### config.mk
export PLATFORM = sky130hd
export DESIGN_NAME = pcx_bridge
export DESIGN_NICKNAME = d
export VERILOG_FILES = /design/src/rtl/pcx_pkg.sv /design/src/rtl/pcx_win_decode.sv /design/src/rtl/pcx_bswap.sv /design/src/rtl/pcx_irq_route.sv /design/src/rtl/pcx_bridge.sv
export SDC_FILE = /design/constraint.sdc
export NUM_CORES = 1
export LEC_CHECK = 0
export CAP_MARGIN = 25
export CORE_ASPECT_RATIO = 0.8
export CORE_MARGIN = 2
export CORE_UTILIZATION = 43
export CTS_CLUSTER_DIAMETER = 80
export CTS_CLUSTER_SIZE = 8
export DETAILED_ROUTE_END_ITERATION = 6
export PLACE_DENSITY = 0.79
export SYNTH_ARGS = -nofsm -noshare
export SYNTH_HDL_FRONTEND = slang
export SYNTH_SLANG_ARGS = --single-unit
### constraint.sdc
create_clock -name clk -period 4.01 [get_ports clk]
set_input_delay 1.203 -clock clk [delete_from_list [all_inputs] [get_ports clk]]
set_output_delay 1.203 -clock clk [all_outputs]
set_load 0.05 [all_outputs]
### src/rtl/pcx_pkg.sv
`timescale 1ns/1ps
package pcx_pkg;

   typedef enum logic [1:0] {
      SZ_BYTE = 2'd0,
      SZ_HALF = 2'd1,
      SZ_WORD = 2'd2,
      SZ_RSVD = 2'd3
   } xfer_size_e;

   typedef enum logic [1:0] {
      PH_IDLE  = 2'd0,
      PH_ISSUE = 2'd1,
      PH_WAIT  = 2'd2,
      PH_DONE  = 2'd3
   } phase_e;

endpackage

### src/rtl/pcx_win_decode.sv
`timescale 1ns/1ps
module pcx_win_decode #(
   parameter int                ADDR_W   = 32,
   parameter logic [ADDR_W-1:0] WIN_BASE = 32'h8080_0000,
   parameter logic [ADDR_W-1:0] WIN_SPAN = 32'h0040_0000,
   parameter int                SEL_LO   = 11,
   parameter int                SEL_CNT  = 11
) (
   input  logic [ADDR_W-1:0] addr,
   output logic              hit,
   output logic [ADDR_W-1:0] cfg_addr
);

   localparam int IDX_W = $clog2(SEL_CNT + 1);
   localparam logic [ADDR_W:0] WIN_END = {1'b0, WIN_BASE} + {1'b0, WIN_SPAN};

   generate
      if (SEL_LO < 1 || SEL_CNT < 1 || SEL_LO + SEL_CNT > ADDR_W) begin : g_bad_sel
         $error("pcx_win_decode: select field does not fit the address");
      end
      if (WIN_SPAN == '0 || (WIN_SPAN & (WIN_SPAN - 1'b1)) != '0) begin : g_bad_span
         $error("pcx_win_decode: window span must be a power of two");
      end
      if ((WIN_BASE & (WIN_SPAN - 1'b1)) != '0) begin : g_bad_base
         $error("pcx_win_decode: window base must be aligned to its span");
      end
   endgenerate

   assign hit = ({1'b0, addr} >= {1'b0, WIN_BASE}) && ({1'b0, addr} < WIN_END);

   logic [SEL_CNT-1:0] sel;
   logic [SEL_CNT:0]   seen;
   logic [SEL_CNT-1:0] first;
   logic [IDX_W-1:0]   idx;

   assign seen[0] = 1'b0;

   generate
      for (genvar i = 0; i < SEL_CNT; i++) begin : g_scan
         assign sel[i]      = addr[SEL_LO + i];
         assign first[i]    = sel[i] & ~seen[i];
         assign seen[i + 1] = seen[i] | sel[i];
      end
   endgenerate

   always_comb begin
      idx = seen[SEL_CNT] ? '0 : IDX_W'(SEL_CNT);
      for (int i = 0; i < SEL_CNT; i++) begin
         idx = idx | (first[i] ? IDX_W'(i) : '0);
      end
   end

   assign cfg_addr = ADDR_W'(addr[SEL_LO-1:0]) | (ADDR_W'(idx) << SEL_LO);

   // at most one select position wins, and the winner is a set bit
   always_comb begin
      assert_first_onehot_R2 : assert ($onehot0(first));
      if (idx != IDX_W'(SEL_CNT)) begin
         assert_idx_set_R2 : assert (addr[SEL_LO + int'(idx)]);
      end
   end

endmodule

### src/rtl/pcx_bswap.sv
`timescale 1ns/1ps
module pcx_bswap
   import pcx_pkg::*;
#(
   parameter int DATA_W     = 32,
   parameter bit BIG_ENDIAN = 1'b0
) (
   input  logic [1:0]        size,
   input  logic [DATA_W-1:0] din,
   output logic [DATA_W-1:0] dout
);

   localparam int LANES = DATA_W / 8;

   generate
      if (DATA_W != 32) begin : g_bad_width
         $error("pcx_bswap: word size code assumes 32-bit data");
      end
   endgenerate

   logic [DATA_W-1:0] rev_word;
   logic [DATA_W-1:0] rev_half;

   generate
      for (genvar i = 0; i < LANES; i++) begin : g_lane
         assign rev_word[8*i +: 8] = din[8*(LANES-1-i) +: 8];
      end
   endgenerate

   assign rev_half = DATA_W'({din[7:0], din[15:8]});

   generate
      if (BIG_ENDIAN) begin : g_be
         always_comb begin
            case (xfer_size_e'(size))
               SZ_HALF: dout = rev_half;
               SZ_WORD: dout = rev_word;
               default: dout = din;
            endcase
         end
      end else begin : g_le
         assign dout = din;
      end
   endgenerate

   // single bytes are never reordered
   always_comb begin
      if (xfer_size_e'(size) == SZ_BYTE) begin
         assert_byte_intact_R5 : assert (dout == din);
      end
   end

endmodule

### src/rtl/pcx_irq_route.sv
`timescale 1ns/1ps
module pcx_irq_route #(
   parameter int NUM_DEV = 4,
   parameter int PINS    = 4
) (
   input  logic [NUM_DEV*PINS-1:0] dev_irq,
   output logic                    line_a,
   output logic                    line_b
);

   localparam int NSRC = NUM_DEV * PINS;

   generate
      if (NUM_DEV < 1 || NUM_DEV > 32 || PINS < 1 || PINS > 4) begin : g_bad_cfg
         $error("pcx_irq_route: device or pin count out of range");
      end
   endgenerate

   logic [NSRC-1:0] to_a;
   logic [NSRC-1:0] to_b;

   generate
      for (genvar g = 0; g < NSRC; g++) begin : g_src
         localparam int DEV = g / PINS;
         localparam int PIN = g % PINS;
         if (((DEV + PIN) % 2) == 0) begin : g_even
            assign to_a[g] = dev_irq[g];
            assign to_b[g] = 1'b0;
         end else begin : g_odd
            assign to_a[g] = 1'b0;
            assign to_b[g] = dev_irq[g];
         end
      end
   endgenerate

   assign line_a = |to_a;
   assign line_b = |to_b;

   // quiet pins leave both host lines low
   always_comb begin
      if (dev_irq == '0) begin
         assert_quiet_lines_R10 : assert (!line_a && !line_b);
      end
   end

endmodule

### src/rtl/pcx_bridge.sv
`timescale 1ns/1ps
module pcx_bridge
   import pcx_pkg::*;
#(
   parameter int                ADDR_W     = 32,
   parameter int                DATA_W     = 32,
   parameter logic [ADDR_W-1:0] WIN_BASE   = 32'h8080_0000,
   parameter logic [ADDR_W-1:0] WIN_SPAN   = 32'h0040_0000,
   parameter int                SEL_LO     = 11,
   parameter int                SEL_CNT    = 11,
   parameter logic [ADDR_W-1:0] PTR_PORT   = 32'h0000_0CF8,
   parameter logic [ADDR_W-1:0] DATA_PORT  = 32'h0000_0CFC,
   parameter bit                BIG_ENDIAN = 1'b0,
   parameter int                NUM_DEV    = 4,
   parameter int                PINS       = 4
) (
   input  logic                    clk,
   input  logic                    rst_n,
   input  logic                    cpu_req,
   input  logic                    cpu_io,
   input  logic                    cpu_we,
   input  logic [1:0]              cpu_size,
   input  logic [ADDR_W-1:0]       cpu_addr,
   input  logic [DATA_W-1:0]       cpu_wdata,
   output logic                    cpu_hit,
   output logic                    cpu_ready,
   output logic [DATA_W-1:0]       cpu_rdata,
   output logic                    cfg_req,
   output logic                    cfg_we,
   output logic [1:0]              cfg_size,
   output logic [ADDR_W-1:0]       cfg_addr,
   output logic [DATA_W-1:0]       cfg_wdata,
   input  logic                    cfg_rvalid,
   input  logic [DATA_W-1:0]       cfg_rdata,
   input  logic [NUM_DEV*PINS-1:0] dev_irq,
   output logic                    host_irq_a,
   output logic                    host_irq_b
);

   generate
      if (ADDR_W != DATA_W) begin : g_bad_widths
         $error("pcx_bridge: pointer register needs address and data of equal width");
      end
      if (PTR_PORT[1:0] != 2'b00 || DATA_PORT[1:0] != 2'b00) begin : g_bad_ports
         $error("pcx_bridge: I/O ports must be word aligned");
      end
   endgenerate

   // ---------------- decode ----------------
   logic              dec_hit;
   logic [ADDR_W-1:0] win_cfg_addr;
   logic              size_ok;
   logic              win_hit;
   logic              ptr_hit;
   logic              dat_hit;

   pcx_win_decode #(
      .ADDR_W   (ADDR_W),
      .WIN_BASE (WIN_BASE),
      .WIN_SPAN (WIN_SPAN),
      .SEL_LO   (SEL_LO),
      .SEL_CNT  (SEL_CNT)
   ) u_dec (
      .addr     (cpu_addr),
      .hit      (dec_hit),
      .cfg_addr (win_cfg_addr)
   );

   assign size_ok = (xfer_size_e'(cpu_size) != SZ_RSVD);
   assign win_hit = !cpu_io && dec_hit && size_ok;
   assign ptr_hit = cpu_io && (cpu_addr[ADDR_W-1:2] == PTR_PORT[ADDR_W-1:2])
                    && (xfer_size_e'(cpu_size) == SZ_WORD);
   assign dat_hit = cpu_io && (cpu_addr[ADDR_W-1:2] == DATA_PORT[ADDR_W-1:2]) && size_ok;
   assign cpu_hit = win_hit || ptr_hit || dat_hit;

   // ---------------- data reordering ----------------
   logic [DATA_W-1:0] wr_swapped;
   logic [DATA_W-1:0] rd_swapped;

   pcx_bswap #(
      .DATA_W     (DATA_W),
      .BIG_ENDIAN (BIG_ENDIAN)
   ) u_wr_swap (
      .size (cpu_size),
      .din  (cpu_wdata),
      .dout (wr_swapped)
   );

   pcx_bswap #(
      .DATA_W     (DATA_W),
      .BIG_ENDIAN (BIG_ENDIAN)
   ) u_rd_swap (
      .size (cfg_size),
      .din  (cfg_rdata),
      .dout (rd_swapped)
   );

   // ---------------- sequencing ----------------
   phase_e            ph;
   logic [DATA_W-1:0] ptr_q;
   logic [DATA_W-1:0] rdat_q;
   logic              c_we;
   logic [1:0]        c_size;
   logic [ADDR_W-1:0] c_addr;
   logic [DATA_W-1:0] c_wdat;
   logic              c_swap;
   logic [DATA_W-1:0] rd_ret;

   assign rd_ret = c_swap ? rd_swapped : cfg_rdata;

   always_ff @(posedge clk or negedge rst_n) begin
      if (!rst_n) begin
         ph     <= PH_IDLE;
         ptr_q  <= '0;
         rdat_q <= '0;
         c_we   <= 1'b0;
         c_size <= 2'b00;
         c_addr <= '0;
         c_wdat <= '0;
         c_swap <= 1'b0;
      end else begin
         case (ph)
            PH_IDLE: begin
               if (cpu_req && cpu_hit) begin
                  if (ptr_hit) begin
                     if (cpu_we) ptr_q  <= cpu_wdata;
                     else        rdat_q <= ptr_q;
                     ph <= PH_DONE;
                  end else begin
                     c_we   <= cpu_we;
                     c_size <= cpu_size;
                     c_addr <= win_hit ? win_cfg_addr : {ptr_q[ADDR_W-1:2], cpu_addr[1:0]};
                     c_wdat <= win_hit ? wr_swapped : cpu_wdata;
                     c_swap <= win_hit;
                     ph     <= PH_ISSUE;
                  end
               end
            end
            PH_ISSUE: begin
               if (c_we) begin
                  ph <= PH_DONE;
               end else if (cfg_rvalid) begin
                  rdat_q <= rd_ret;
                  ph     <= PH_DONE;
               end else begin
                  ph <= PH_WAIT;
               end
            end
            PH_WAIT: begin
               if (cfg_rvalid) begin
                  rdat_q <= rd_ret;
                  ph     <= PH_DONE;
               end
            end
            default: ph <= PH_IDLE;
         endcase
      end
   end

   assign cfg_req   = (ph == PH_ISSUE);
   assign cfg_we    = c_we;
   assign cfg_size  = c_size;
   assign cfg_addr  = c_addr;
   assign cfg_wdata = c_wdat;
   assign cpu_ready = (ph == PH_DONE);
   assign cpu_rdata = rdat_q;

   // ---------------- interrupts ----------------
   pcx_irq_route #(
      .NUM_DEV (NUM_DEV),
      .PINS    (PINS)
   ) u_irq (
      .dev_irq (dev_irq),
      .line_a  (host_irq_a),
      .line_b  (host_irq_b)
   );

   // ---------------- assertions ----------------
   assert_req_pulse_R9 : assert property (@(posedge clk) disable iff (!rst_n)
      cfg_req |=> !cfg_req);

   assert_ready_pulse_R9 : assert property (@(posedge clk) disable iff (!rst_n)
      cpu_ready |=> !cpu_ready);

   assert_write_finish_R9 : assert property (@(posedge clk) disable iff (!rst_n)
      (cfg_req && cfg_we) |=> cpu_ready);

   assert_read_finish_R9 : assert property (@(posedge clk) disable iff (!rst_n)
      (ph == PH_WAIT && cfg_rvalid) |=> cpu_ready);

   assert_unclaimed_quiet_R1 : assert property (@(posedge clk) disable iff (!rst_n)
      (ph == PH_IDLE && cpu_req && !cpu_hit) |=> (!cfg_req && !cpu_ready));

   assert_ptr_store_R7 : assert property (@(posedge clk) disable iff (!rst_n)
      (ph == PH_IDLE && cpu_req && ptr_hit && cpu_we) |=> (ptr_q == $past(cpu_wdata)));

   assert_ptr_no_request_R7 : assert property (@(posedge clk) disable iff (!rst_n)
      (ph == PH_IDLE && cpu_req && ptr_hit) |=> (!cfg_req && cpu_ready));

endmodule

==> impl_metrics.tcl <==
set metrics [dict create \
    syn_area_um2 5900 \
    ys_ff_latch 133 \
    holdCritStartpoint "cfg_addr[1]" \
    status "complete, but fails checks" \
    place_inst 829 \
    dr.pass1.iters 4 \
    pre_cts_ws_ps -511 \
    endpoint_kind "primary output" \
    leakagePower_nw 4.36 \
    grt_pass1_vias 5099 \
    die_h_um 109 \
    slew_viol_final 0 \
    rr_startpoint "ph[0]" \
    start_kind "input port" \
    synth_cell_type_count 47 \
    power_density_nw_per_um2 551 \
    yosysTopAreaCell "dfrtp_1" \
    clkSlewWorstSetupHoldPaths_ps 50 \
    vias 4704 \
    start_util_pct 43.8 \
    ctsHoldBuffers 0 \
    rsz0062_at_grt "yes" \
    layout.cells.non_filler 881 \
    ys_warn_count 0 \
    totalWireLength_mm 18.1 \
    drive_above_1_share_pct 35.4 \
    arrival_ps 2820 \
    crit_fanout 2 \
    hold_depth 1 \
    ys_seq_area_share_pct 56.5 \
    layout_min_cycle_time_ps 4030 \
    fin_util_pct 71.2 \
    syn_nets 533 \
    cts_buffer_depth 2 \
    grt_usage_pct 25.0 \
    post-dp-hpwl_mm 12.1 \
    vias_per_cell 5.34 \
    fin_skew_ps 8.98 \
    fin_crit_sh_pct 100 \
    gp_congestion 0.888 \
    required_ps 2810 \
    regToRegEndpoint "cpu_rdata[25]" \
    insertedDiodeCount 0 \
    post_drt_wl_per_cell_um 20.5 \
    fp-row-count 38 \
    r2r_setup_slack_ps 1540 \
    final-setup-viol-count 1 \
    synthToLayoutAreaGrowth_pct 62.4 \
    synthTopCellsByArea "dfrtp_1, mux2_2, mux2_4" \
    final_cell_mix "clkdlybuf4s50_1, dfrtp_1, mux2_2" \
    clock_sinks 133 \
    globalRouteOverflowTotal 0 \
    cts_buffers 17 \
    clk_latency_ps 420 \
    grt_max_degree 118 \
    syn_area_per_cell_um2 14.4 \
    drt_iter0_markers 164 \
    cts_root_buf "clkbuf_16" \
    nets 812 \
    ant_nets 0 \
    reg2reg_depth 7 \
    core_region_area_um2 13500 \
    dieArea_um2 14700 \
    route.detailed.drc 0 \
    ir_drop_mv 0.477 \
    grt_pass1_wl_mm 27.7 \
    cts_tree "done" \
    critPathKind "input port to primary output" \
    hold_violations 0 \
    layout_setup_ws_ps -15.6 \
    die-width_um 135 \
    io_pins 224 \
    violations "negative setup slack" \
    min_to "cfg_addr[1]" \
    worst_pin_slew_ps 587 \
    max_slew_margin_pct 60.9 \
    htreeDepth 4 \
    fillers 901 \
    antenna_found_initial 0 \
    min_path_type "register to register" \
    io_buffer_count 223 \
    synth_cells 409 \
    fmax_mhz 248 \
    final_common_cell "clkdlybuf4s50_1" \
    yosysTopAreaCellShare_pct 56.5 \
    maxCapViolCount 0 \
]
-- cell families after synthesis --
family / count (synthesis) / share of synthesized area, %
flops: 133 / 56.5
fa+ha+maj: 4 / 0.849
simple gates: 46 / 4.99
compound gates: 59 / 7.92
buf+inv: 32 / 3.20
mux: 135 / 26.6
-- state kept, by name, indices dropped and copies added (netlist names) --
signal     count
cfg_addr      32
cfg_wdata     32
cpu_rdata     32
ptr_q         32
cfg_size       2
ph             2
cfg_we         1
-- layer usage --
metal	up-vias	wire [um]	track usage [%]
li1	2104	-	-
met3	42	1220	7.02
met1	2373	7480	31.3
met2	185	8830	41.3
met4	0	523	10.5
met5	-	0	0
-- through the flow --
| step | power (W) | hold WS [ps] | setup TNS [ps] | cell area (um^2) |
|---|---|---|---|---|
| floorplan | 0.00290 | 477 | 0 | 5900 |
| global placement | 0.00355 | 469 | -2530 | 8590 |
| detailed placement | 0.00362 | 478 | -7670 | 8590 |
| CTS | 0.00531 | 492 | -10.6 | 9550 |
| global route | 0.00547 | 522 | -53.0 | 9570 |
| finish | 0.00527 | 487 | -15.6 | 9570 |
-- synth_stat cells (all sizes together) --
| library cell | number |
|---|---|
| nand4 | 4 |
| nand4bb | 2 |
| o22ai | 13 |
| nor4 | 10 |
| or3b | 1 |
| nand2 | 6 |
| a211oi | 2 |
| nand3 | 1 |
| and3b | 1 |
| o32ai | 1 |
| a221oi | 1 |
| a22o | 17 |
| and3 | 2 |
| nand2b | 2 |
| a32oi | 1 |
| a2bb2oi | 13 |
| a21o | 1 |
| a31oi | 1 |
| or4 | 3 |
| buf | 13 |
| dfrtp | 133 |
| nor4b | 2 |
| clkbuf | 11 |
| and4 | 1 |
| mux2 | 134 |
| or4b | 1 |
| o21bai | 2 |
| or3 | 1 |
| a21oi | 3 |
| inv | 8 |
| mux2i | 1 |
| a31o | 1 |
| nor2b | 1 |
| nor2 | 8 |
| o21ai | 2 |
| ha | 4 |
| o31ai | 1 |
-- cell type report --
type	instances	area [um^2]	share of cell area (%)
multi-input combinational	244	2520	26.4
inverter	8	30.0	0.314
sequential	133	3330	34.8
tap	180	225	2.35
timing repair buffer	284	2820	29.5
clock inverter	12	176	1.84
clock buffer	20	467	4.87
-- critical path, cell delays in order --
cell and delay (ps):
clkdlybuf4s50_1 470, nor4_4 320, nand4_1 170, or3b_4 430
nand2_4 80, buf_12 130
-- what timing repair did --
action                                  in CTS  in global routing
pin swaps                                   10                 11
resized for setup                           46                 30
gates cloned                                 3                  0
endpoints found under the hold margin        0                  0
endpoints found under the setup margin       1                 33
setup buffers                               15                  3
-- worst max-delay path by stage --
| stage | from | endpoint | slack, ps | depth (start not counted) |
|---|---|---|---|---|
| after CTS | cpu_addr[17] | cpu_hit | -10 | 6 |
| final | cpu_addr[22] | cpu_hit | -20 | 6 |
| after global placement | cpu_addr[15] | cpu_hit | -450 | 6 |
| after global routing | cpu_addr[22] | cpu_hit | -50 | 6 |
| after floorplan | cpu_addr[15] | cpu_hit | 110 | 4 |
| after detailed placement | cpu_addr[15] | cpu_hit | -510 | 6 |
-- where the power goes --
| group | switching (W) | total [W] | internal [W] |
|---|---|---|---|
| clock | 0.000584 | 0.00167 | 0.00109 |
| combinational | 0.00111 | 0.00203 | 0.000922 |
| sequential | 0.0000821 | 0.00157 | 0.00149 |
(Power assumes the default switching activity.)
